<file path="src/rtl/lru_age_pkg.sv">
package lru_age_pkg;

    localparam int FRAMES_DEFAULT = 8;
    localparam int AGE_W_DEFAULT  = 4;

    // Which rule produced the victim index
    typedef enum logic {
        PICK_EMPTY  = 1'b0,
        PICK_OLDEST = 1'b1
    } pick_src_e;

endpackage

</file>
<file path="src/rtl/age_frame_slot.sv">
module age_frame_slot #(
    parameter int AGE_W = lru_age_pkg::AGE_W_DEFAULT
) (
    input  logic             clk,
    input  logic             rst,
    input  logic             use_hit,
    input  logic             load_hit,
    input  logic             tick,
    output logic             valid_o,
    output logic [AGE_W-1:0] age_o
);

    localparam logic [AGE_W-1:0] AGE_MAX = '1;

    typedef struct packed {
        logic             valid;
        logic [AGE_W-1:0] age;
    } slot_t;

    slot_t cur;
    logic  touched;

    assign touched = use_hit | load_hit;

    always_ff @(posedge clk) begin
        if (rst) begin
            cur <= '0;
        end else begin
            if (load_hit)
                cur.valid <= 1'b1;
            if (touched)
                cur.age <= '0;
            else if (tick && cur.valid && cur.age != AGE_MAX)
                cur.age <= cur.age + 1'b1;
        end
    end

    assign valid_o = cur.valid;
    assign age_o   = cur.age;

    // any use leaves the age at zero, tick or not
    a_r9_use_clears: assert property (@(posedge clk) disable iff (rst)
        touched |=> (age_o == '0));

    // a load makes the frame resident
    a_r7_load_valid: assert property (@(posedge clk) disable iff (rst)
        load_hit |=> valid_o);

    // a tick on an untouched resident frame below the ceiling adds one
    a_r3_tick_step: assert property (@(posedge clk) disable iff (rst)
        (tick && !touched && valid_o && age_o != AGE_MAX) |=> (age_o == $past(age_o) + 1'b1));

    // the ceiling holds until the frame is used
    a_r4_no_wrap: assert property (@(posedge clk) disable iff (rst)
        (!touched && age_o == AGE_MAX) |=> (age_o == AGE_MAX));

endmodule

</file>
<file path="src/rtl/victim_pick.sv">
module victim_pick #(
    parameter int FRAMES = lru_age_pkg::FRAMES_DEFAULT,
    parameter int AGE_W  = lru_age_pkg::AGE_W_DEFAULT,
    localparam int IDX_W = $clog2(FRAMES)
) (
    input  logic [FRAMES-1:0]            valid_i,
    input  logic [FRAMES-1:0][AGE_W-1:0] ages_i,
    output logic [IDX_W-1:0]             victim_o,
    output logic                         free_o
);

    import lru_age_pkg::*;

    pick_src_e        src;
    logic [IDX_W-1:0] empty_idx;
    logic [IDX_W-1:0] old_idx;
    logic [AGE_W-1:0] old_age;
    logic             any_empty;

    // Lowest-numbered empty frame: scan downward so the lowest wins
    always_comb begin
        any_empty = 1'b0;
        empty_idx = '0;
        for (int i = FRAMES - 1; i >= 0; i--) begin
            if (!valid_i[i]) begin
                any_empty = 1'b1;
                empty_idx = IDX_W'(i);
            end
        end
    end

    // Largest age, strict compare keeps the lowest index on ties
    always_comb begin
        old_idx = '0;
        old_age = ages_i[0];
        for (int i = 1; i < FRAMES; i++) begin
            if (ages_i[i] > old_age) begin
                old_age = ages_i[i];
                old_idx = IDX_W'(i);
            end
        end
    end

    assign src      = any_empty ? PICK_EMPTY : PICK_OLDEST;
    assign victim_o = (src == PICK_EMPTY) ? empty_idx : old_idx;
    assign free_o   = (src == PICK_EMPTY);

endmodule

</file>
<file path="src/rtl/lru_age_sel.sv">
module lru_age_sel #(
    parameter int FRAMES = lru_age_pkg::FRAMES_DEFAULT,
    parameter int AGE_W  = lru_age_pkg::AGE_W_DEFAULT,
    localparam int IDX_W = $clog2(FRAMES)
) (
    input  logic             clk,
    input  logic             rst,
    input  logic             ref_en,
    input  logic [IDX_W-1:0] ref_idx,
    input  logic             age_tick,
    input  logic             load_en,
    input  logic [IDX_W-1:0] load_idx,
    output logic [IDX_W-1:0] victim_idx,
    output logic             free_avail
);

    logic [FRAMES-1:0]            frame_valid;
    logic [FRAMES-1:0][AGE_W-1:0] frame_age;

    for (genvar g = 0; g < FRAMES; g++) begin : g_slot
        logic use_hit;
        logic load_hit;

        assign use_hit  = ref_en  && (ref_idx  == IDX_W'(g));
        assign load_hit = load_en && (load_idx == IDX_W'(g));

        age_frame_slot #(.AGE_W(AGE_W)) u_slot (
            .clk      (clk),
            .rst      (rst),
            .use_hit  (use_hit),
            .load_hit (load_hit),
            .tick     (age_tick),
            .valid_o  (frame_valid[g]),
            .age_o    (frame_age[g])
        );
    end

    victim_pick #(.FRAMES(FRAMES), .AGE_W(AGE_W)) u_pick (
        .valid_i  (frame_valid),
        .ages_i   (frame_age),
        .victim_o (victim_idx),
        .free_o   (free_avail)
    );

    // True if some frame beats the chosen victim on age, or ties it at a lower index
    function automatic logic better_exists(input logic [IDX_W-1:0] v);
        logic found = 1'b0;
        for (int j = 0; j < FRAMES; j++) begin
            if (frame_age[j] > frame_age[v])
                found = 1'b1;
            if (j < int'(v) && frame_age[j] == frame_age[v])
                found = 1'b1;
        end
        return found;
    endfunction

    // a free flag always points at an empty frame with no empty frame below it
    a_r6_empty_first: assert property (@(posedge clk) disable iff (rst)
        free_avail |-> (!frame_valid[victim_idx] &&
                        ((frame_valid & ((FRAMES'(1) << victim_idx) - FRAMES'(1))) ==
                         ((FRAMES'(1) << victim_idx) - FRAMES'(1)))));

    // no free flag means the pool is full
    a_r6_full_flag: assert property (@(posedge clk) disable iff (rst)
        !free_avail |-> (&frame_valid));

    // the victim is the oldest, lowest index among equals
    a_r8_oldest_lowest: assert property (@(posedge clk) disable iff (rst)
        !free_avail |-> !better_exists(victim_idx));

    // the cycle after reset the pool is empty and frame 0 is offered
    a_r1_reset_state: assert property (@(posedge clk)
        rst |=> (free_avail && victim_idx == '0));

endmodule

</file>
<file path="config.mk">
export PLATFORM = sky130hd
export DESIGN_NAME = lru_age_sel
export DESIGN_NICKNAME = d
export VERILOG_FILES = /design/src/rtl/lru_age_pkg.sv /design/src/rtl/age_frame_slot.sv /design/src/rtl/victim_pick.sv /design/src/rtl/lru_age_sel.sv
export SDC_FILE = /design/constraint.sdc
export NUM_CORES = 1
export LEC_CHECK = 0
export BUFFER_PORTS_ARGS = -buffer_cell sky130_fd_sc_hd__buf_2
export CAP_MARGIN = 20
export CORE_ASPECT_RATIO = 0.9
export CORE_MARGIN = 5
export CORE_UTILIZATION = 60
export CTS_BUF_LIST = sky130_fd_sc_hd__clkbuf_16
export DETAILED_ROUTE_END_ITERATION = 10
export GPL_TIMING_DRIVEN = 0
export PLACE_DENSITY = 0.77
export SETUP_SLACK_MARGIN = 0.5
export SYNTH_ARGS = -nofsm -noshare
export SYNTH_HDL_FRONTEND = slang
export SYNTH_HIERARCHICAL = 1
export SYNTH_SLANG_ARGS = --single-unit
</file>
<file path="constraint.sdc">
create_clock -name clk -period 24.3 [get_ports clk]
set_input_delay 1.215 -clock clk [delete_from_list [all_inputs] [get_ports clk]]
set_output_delay 1.215 -clock clk [all_outputs]
set_load 0.02 [all_outputs]
</file>
# Yosys cells after proc, flatten, opt, wreduce, memory -nomap -nowiden
# Index checks and enable logic that the tools add are counted.
dict set report classes {
  addsub 8
  order_cmp 7
  eq_ne 22
  n_mux 30
  bitwise_logic 8
  reduce_logical 42
}
# cell n
set ops {}
lappend ops {{2-to-1 mux 3 bit} 13}
lappend ops {{adder 4 x 1 -> 4 bit (second input constant)} 8}
lappend ops {{logical AND 1 bit} 32}
lappend ops {{inequality test 4 bit (second input constant)} 8}
lappend ops {{> comparator 4 bit} 7}
lappend ops {{== test 3 bit (second input constant)} 8}
lappend ops {{2-to-1 mux 4 bit} 6}
lappend ops {{OR reduction 2 bit} 8}
lappend ops {{== test 3 x 2 -> 1 bit (second input constant)} 4}
lappend ops {{2-to-1 mux 1 bit} 9}
lappend ops {{bitwise OR 1 bit} 8}
lappend ops {{== test 3 x 1 -> 1 bit (second input constant)} 2}
lappend ops {{zero test 3 bit} 2}
lappend ops {{2-to-1 mux 2 bit} 2}
dict set report totals {
  ff_bits 40
  inputBits 11
  output_inout_bits 4
  elab_cells 133
}

# Longest topological paths before layout
dict set report logic_depth {
  depth_word 15
  ltp_mapped 59
  ltp_nobuf 59
}

# Modules after synthesis
# Netlist, hierarchy kept.
# mod n_inst cells_each area_per_inst_um2 seq_area_each_um2
set modules_own_cells {}
lappend modules_own_cells {age_frame_slot 8 25 229.0 100.1}
lappend modules_own_cells {victim_pick 1 198 1382.6 0.0}
lappend modules_own_cells {lru_age_sel 1 16 192.7 0.0}

# Worst setup path after synthesis
# OpenSTA, ideal clock, no wires.
dict set report synth_timing {
  kind {register to output}
  startpoint {register g_slot[0].u_slot.cur, in the netlist g_slot[0].u_slot/age_o[1]}
  endpoint {output victim_idx[1]}
  arrival_time_ps 9712
  path_slack_ps 13373
  stages_incl_launch_ff 52
  path_buffers 0
  path_cell_list {dfxtp_1 > inv_1 > ha_1 > nor2b_1 > o211ai_2 > a21oi_1 > mux2_2 > ha_1 > nand3_1 > o31a_1 > o22ai_1 > or3_1 > nand2_1 > mux2_2 > ha_1 > a32oi_1 > o22a_1 > mux2_4 > (+16 left out) > a311oi_1 > a21oi_1 > ha_1 > nor2b_1 > o21ai_0 > nand2b_1 > a21oi_1 > a41oi_1 > o41ai_2 > ha_1 > nor2b_1 > o21ai_0 > nand2b_1 > a21oi_1 > a41o_1 > nand2_1 > a32oi_1 > o31ai_2}
}
dict set report synth_between {
  elab_chain_len 15
  elab_cells_between_ends 20
  classes_between {order compare: 7; mux: 13}
}
# item line
set synth_lines {}
lappend synth_lines {{start, declared} age_frame_slot.sv:20} ;# slot_t cur;
lappend synth_lines {{> comparator 4 bit} victim_pick.sv:37} ;# if (ages_i[i] > old_age) begin
lappend synth_lines {{2-to-1 mux 4 bit *} victim_pick.sv:37}
lappend synth_lines {{> comparator 4 bit} victim_pick.sv:37}
lappend synth_lines {{2-to-1 mux 4 bit} victim_pick.sv:37}
lappend synth_lines {{> comparator 4 bit} victim_pick.sv:37}
lappend synth_lines {{2-to-1 mux 4 bit} victim_pick.sv:37}
lappend synth_lines {{> comparator 4 bit} victim_pick.sv:37}
lappend synth_lines {{2-to-1 mux 4 bit} victim_pick.sv:37}
lappend synth_lines {{> comparator 4 bit} victim_pick.sv:37}
lappend synth_lines {{2-to-1 mux 4 bit} victim_pick.sv:37}
lappend synth_lines {{> comparator 4 bit} victim_pick.sv:37}
lappend synth_lines {{2-to-1 mux 4 bit} victim_pick.sv:37}
lappend synth_lines {{> comparator 4 bit} victim_pick.sv:37}
lappend synth_lines {{2-to-1 mux 3 bit *} victim_pick.sv:37}
lappend synth_lines {{2-to-1 mux 3 bit *} victim_pick.sv:45} ;# assign victim_o = (src == PICK_EMPTY) ? empty_idx : old_idx;
lappend synth_lines {{end, declared} lru_age_sel.sv:13} ;# output logic [IDX_W-1:0] victim_idx,
# Mark *: on every way between the ends. The rest lies on a longest branch, timed or not.

# Final worst setup path
# Ends and elaborated chain as after synthesis.

==> flow_summary.json <==
{
  "whs_ns": 0.533,
  "utilization": 0.667,
  "vdd_ir_drop_max_v": 0.0000412,
  "hold_violations": 0,
  "async_flop_share": 0,
  "layout_common_cells": "40 x dfxtp_1, 37 x a21oi_1, 34 x o21ai_0",
  "worst_path_most_repeated_cell": "ha_1",
  "gp_congestion": 0.851,
  "ys_ff_latch": 40,
  "die_w_um": 89.4,
  "avgSynthCellArea_sq_um": 8.23,
  "slew_headroom": 0.644,
  "power.density_nw_per_um2": 43.3,
  "maxCapViolations": 0,
  "diodes": 0,
  "dr.pass1.iters": 5,
  "total_power_mw": 0.161,
  "max_stage_delay_ns": 0.45,
  "cts.path.max_buffers": 2,
  "antenna_found_initial": 0,
  "cts_resized": 0,
  "nFillCells": 465,
  "grt_pass1_wl_um": 13500,
  "cts_tree": "done",
  "worst_setup_path_end_kind": "output pin",
  "layout_commonest_cell": "dfxtp_1",
  "p_leak_nw": 1.38,
  "rsz0062_at_grt": "no",
  "status": "finished clean",
  "grt_overflow": 0,
  "synth_nets": 455,
  "final_net_count": 476,
  "fin_tns_setup_ns": 0,
  "numCtsBuffers": 5,
  "grt_pass1_vias": 2981,
  "die_y_um": 81.5,
  "fmax_ghz": 0.0777,
  "die_area_sq_um": 7290,
  "grt_max_degree": 17,
  "clk_pin_slew_ns": 0.06,
  "drc_errors": 0,
  "synth_edf_count": 0,
  "cts_root_buffer": "clkbuf_16",
  "hold_buffers": 0,
  "synthesis.area_sq_um": 3410,
  "post-route-period-util": 0.529,
  "h-tree-depth": 2,
  "finalSetupViolCount": 0,
  "wl_per_cell_um": 15.7,
  "final.min_clock_period_ns": 12.87,
  "post_cts_buffers": 0,
  "dp_cells": 498,
  "hpwl_um": 5860,
  "drt_wl_total_um": 7960,
  "synthFlopType": "dfxtp_1",
  "areaGrowthSynthToFinish_pct": 9.55,
  "final_cell_count_no_fill": 506,
  "yosysSeqAreaShare": 0.235,
  "num_vias": 3324,
  "rows": 26,
  "cp_max_fo": 9,
  "io_pins": 15,
  "hp-class": "reg2reg",
  "synth_cell_types": 65,
  "clock_latency_ns": 0.28,
  "crit_required_ns": 23.08,
  "via_per_inst": 6.57,
  "criticalPathCategory": "reg2out",
  "cp.arrival_ns": 11.65,
  "drv_slew": 0,
  "clkSinkCount": 40,
  "critPathSlowestCell": "dfxtp_1",
  "ant_nets": 0,
  "io_buffers": 14,
  "drive_gt1_frac": 0.170,
  "coreArea_sq_um": 5600,
  "globalRouteTotalUtil": 0.231,
  "fin_skew_ns": 0.00692,
  "drtIter0Drc": 177,
  "worst_pin_slew_ns": 0.528,
  "yosys_warnings": 6,
  "postSynthCellCount": 414,
  "initial_core_util": 0.609,
  "start_kind": "flop"
}
[kinds of logic (layout without fill, tap and decap cells)]
logic type | Yosys count | in the layout | share of synthesized area
adders and majority gates | 31 | 31 | 0.113
AOI/OAI and AO/OA | 125 | 125 | 0.243
buffers and inverters | 19 | 41 | 0.0209
and+or+nand+nor | 190 | 190 | 0.356
muxes | 9 | 9 | 0.0319
DFF | 40 | 40 | 0.235
[through the flow]
stage	setup slack [ns]	area [sq um]
2_1_floorplan	13.37	3410
3_3_place_gp	12.33	3560
3_5_place_dp	11.95	3560
6_report	11.43	3730
5_1_grt	10.68	3730
4_1_cts	11.59	3730
[where the power goes]
group / total (mW) / internal [mW] / leakage [nW] / switching, mW
registers: 0.0676 / 0.0663 / 0.323 / 0.00128
clock network: 0.0751 / 0.0483 / 0.0814 / 0.0269
logic: 0.0187 / 0.00776 / 0.972 / 0.0110
total: 0.161 / 0.122 / 1.38 / 0.0391
[layout make-up]
| class | count | area (sq um) | area share |
|---|---|---|---|
| flip-flops and latches | 40 | 801 | 0.215 |
| well taps | 70 | 87.6 | 0.0235 |
| clock buffers | 5 | 125 | 0.0335 |
| inverters | 18 | 67.6 | 0.0181 |
| multi-input cells | 355 | 2530 | 0.679 |
| repair buffers | 14 | 70.1 | 0.0188 |
| plain buffers | 1 | 3.75 | 0.00101 |
| clock inverters | 3 | 42.5 | 0.0114 |
[per-layer routing]
| metal | GRT usage | up-vias | share of wire |
|---|---|---|---|
| met5 | 0 | - | 0 |
| met2 | 0.361 | 75 | 0.45 |
| met1 | 0.327 | 1575 | 0.49 |
| met3 | 0.0381 | 12 | 0.046 |
| met4 | 0.0640 | 0 | 0.013 |
| li1 | - | 1662 | - |
[path summary, 6_finish.rpt]
kind                                   from                        end  slack [ns]  depth (start not counted)
hold / removal    g_slot[0].u_slot/age_o[3]  g_slot[0].u_slot/age_o[3]        0.53                          1
setup / recovery  g_slot[0].u_slot/age_o[1]              victim_idx[1]       11.43                         53
setup reg to reg  g_slot[5].u_slot/age_o[1]  g_slot[5].u_slot/age_o[0]       22.92                          4
hold reg to reg   g_slot[0].u_slot/age_o[3]  g_slot[0].u_slot/age_o[3]        0.53                          1
[worst max-delay path: cells and delay by family (launching register included)]
kind | cells | cell delay, ns
and+or+nand+nor | 15 | 2.18
adders and majority gates | 7 | 2.23
muxes | 5 | 1.81
DFF | 1 | 0.45
buffers and inverters | 3 | 0.32
AOI/OAI and AO/OA | 23 | 4.35
[synthesized netlist by cell type, types with 2 or more instances]
cell       n  area share
nand3_1   12       0.018
a31oi_1    2      0.0037
a41oi_1    9       0.023
a32o_1     2      0.0059
nor4b_2    2      0.0088
nor2b_1    6       0.011
dfxtp_1   40        0.24
inv_1     18       0.020
a41o_1     3      0.0088
and4b_2   14       0.046
nand4_1    3      0.0055
nand2b_1   6       0.011
o31ai_1    2      0.0044
o31a_1     2      0.0051
nand2_1   32       0.035
mux2_4     2      0.0088
or3_1     17       0.031
nor3_1    17       0.025
ha_1      30        0.11
o211ai_2   2      0.0073
a32oi_1    3      0.0077
and4bb_2   6       0.022
o21ai_0   34       0.050
o221ai_1   2      0.0051
nand3b_1  10       0.022
o22ai_1    2      0.0037
mux2i_1    2      0.0059
and3_4     9       0.030
and4_2     2      0.0059
mux2_2     4       0.013
nor2_1    29       0.032
a211oi_1   9       0.020
a21oi_1   37       0.054
and2_1    13       0.024
[registers in the layout, indices dropped and copies added, names as in the netlist]
register / cells
g_slot.u_slot/age_o: 32
g_slot.u_slot/valid_o: 8
(Power assumes the default switching activity.)
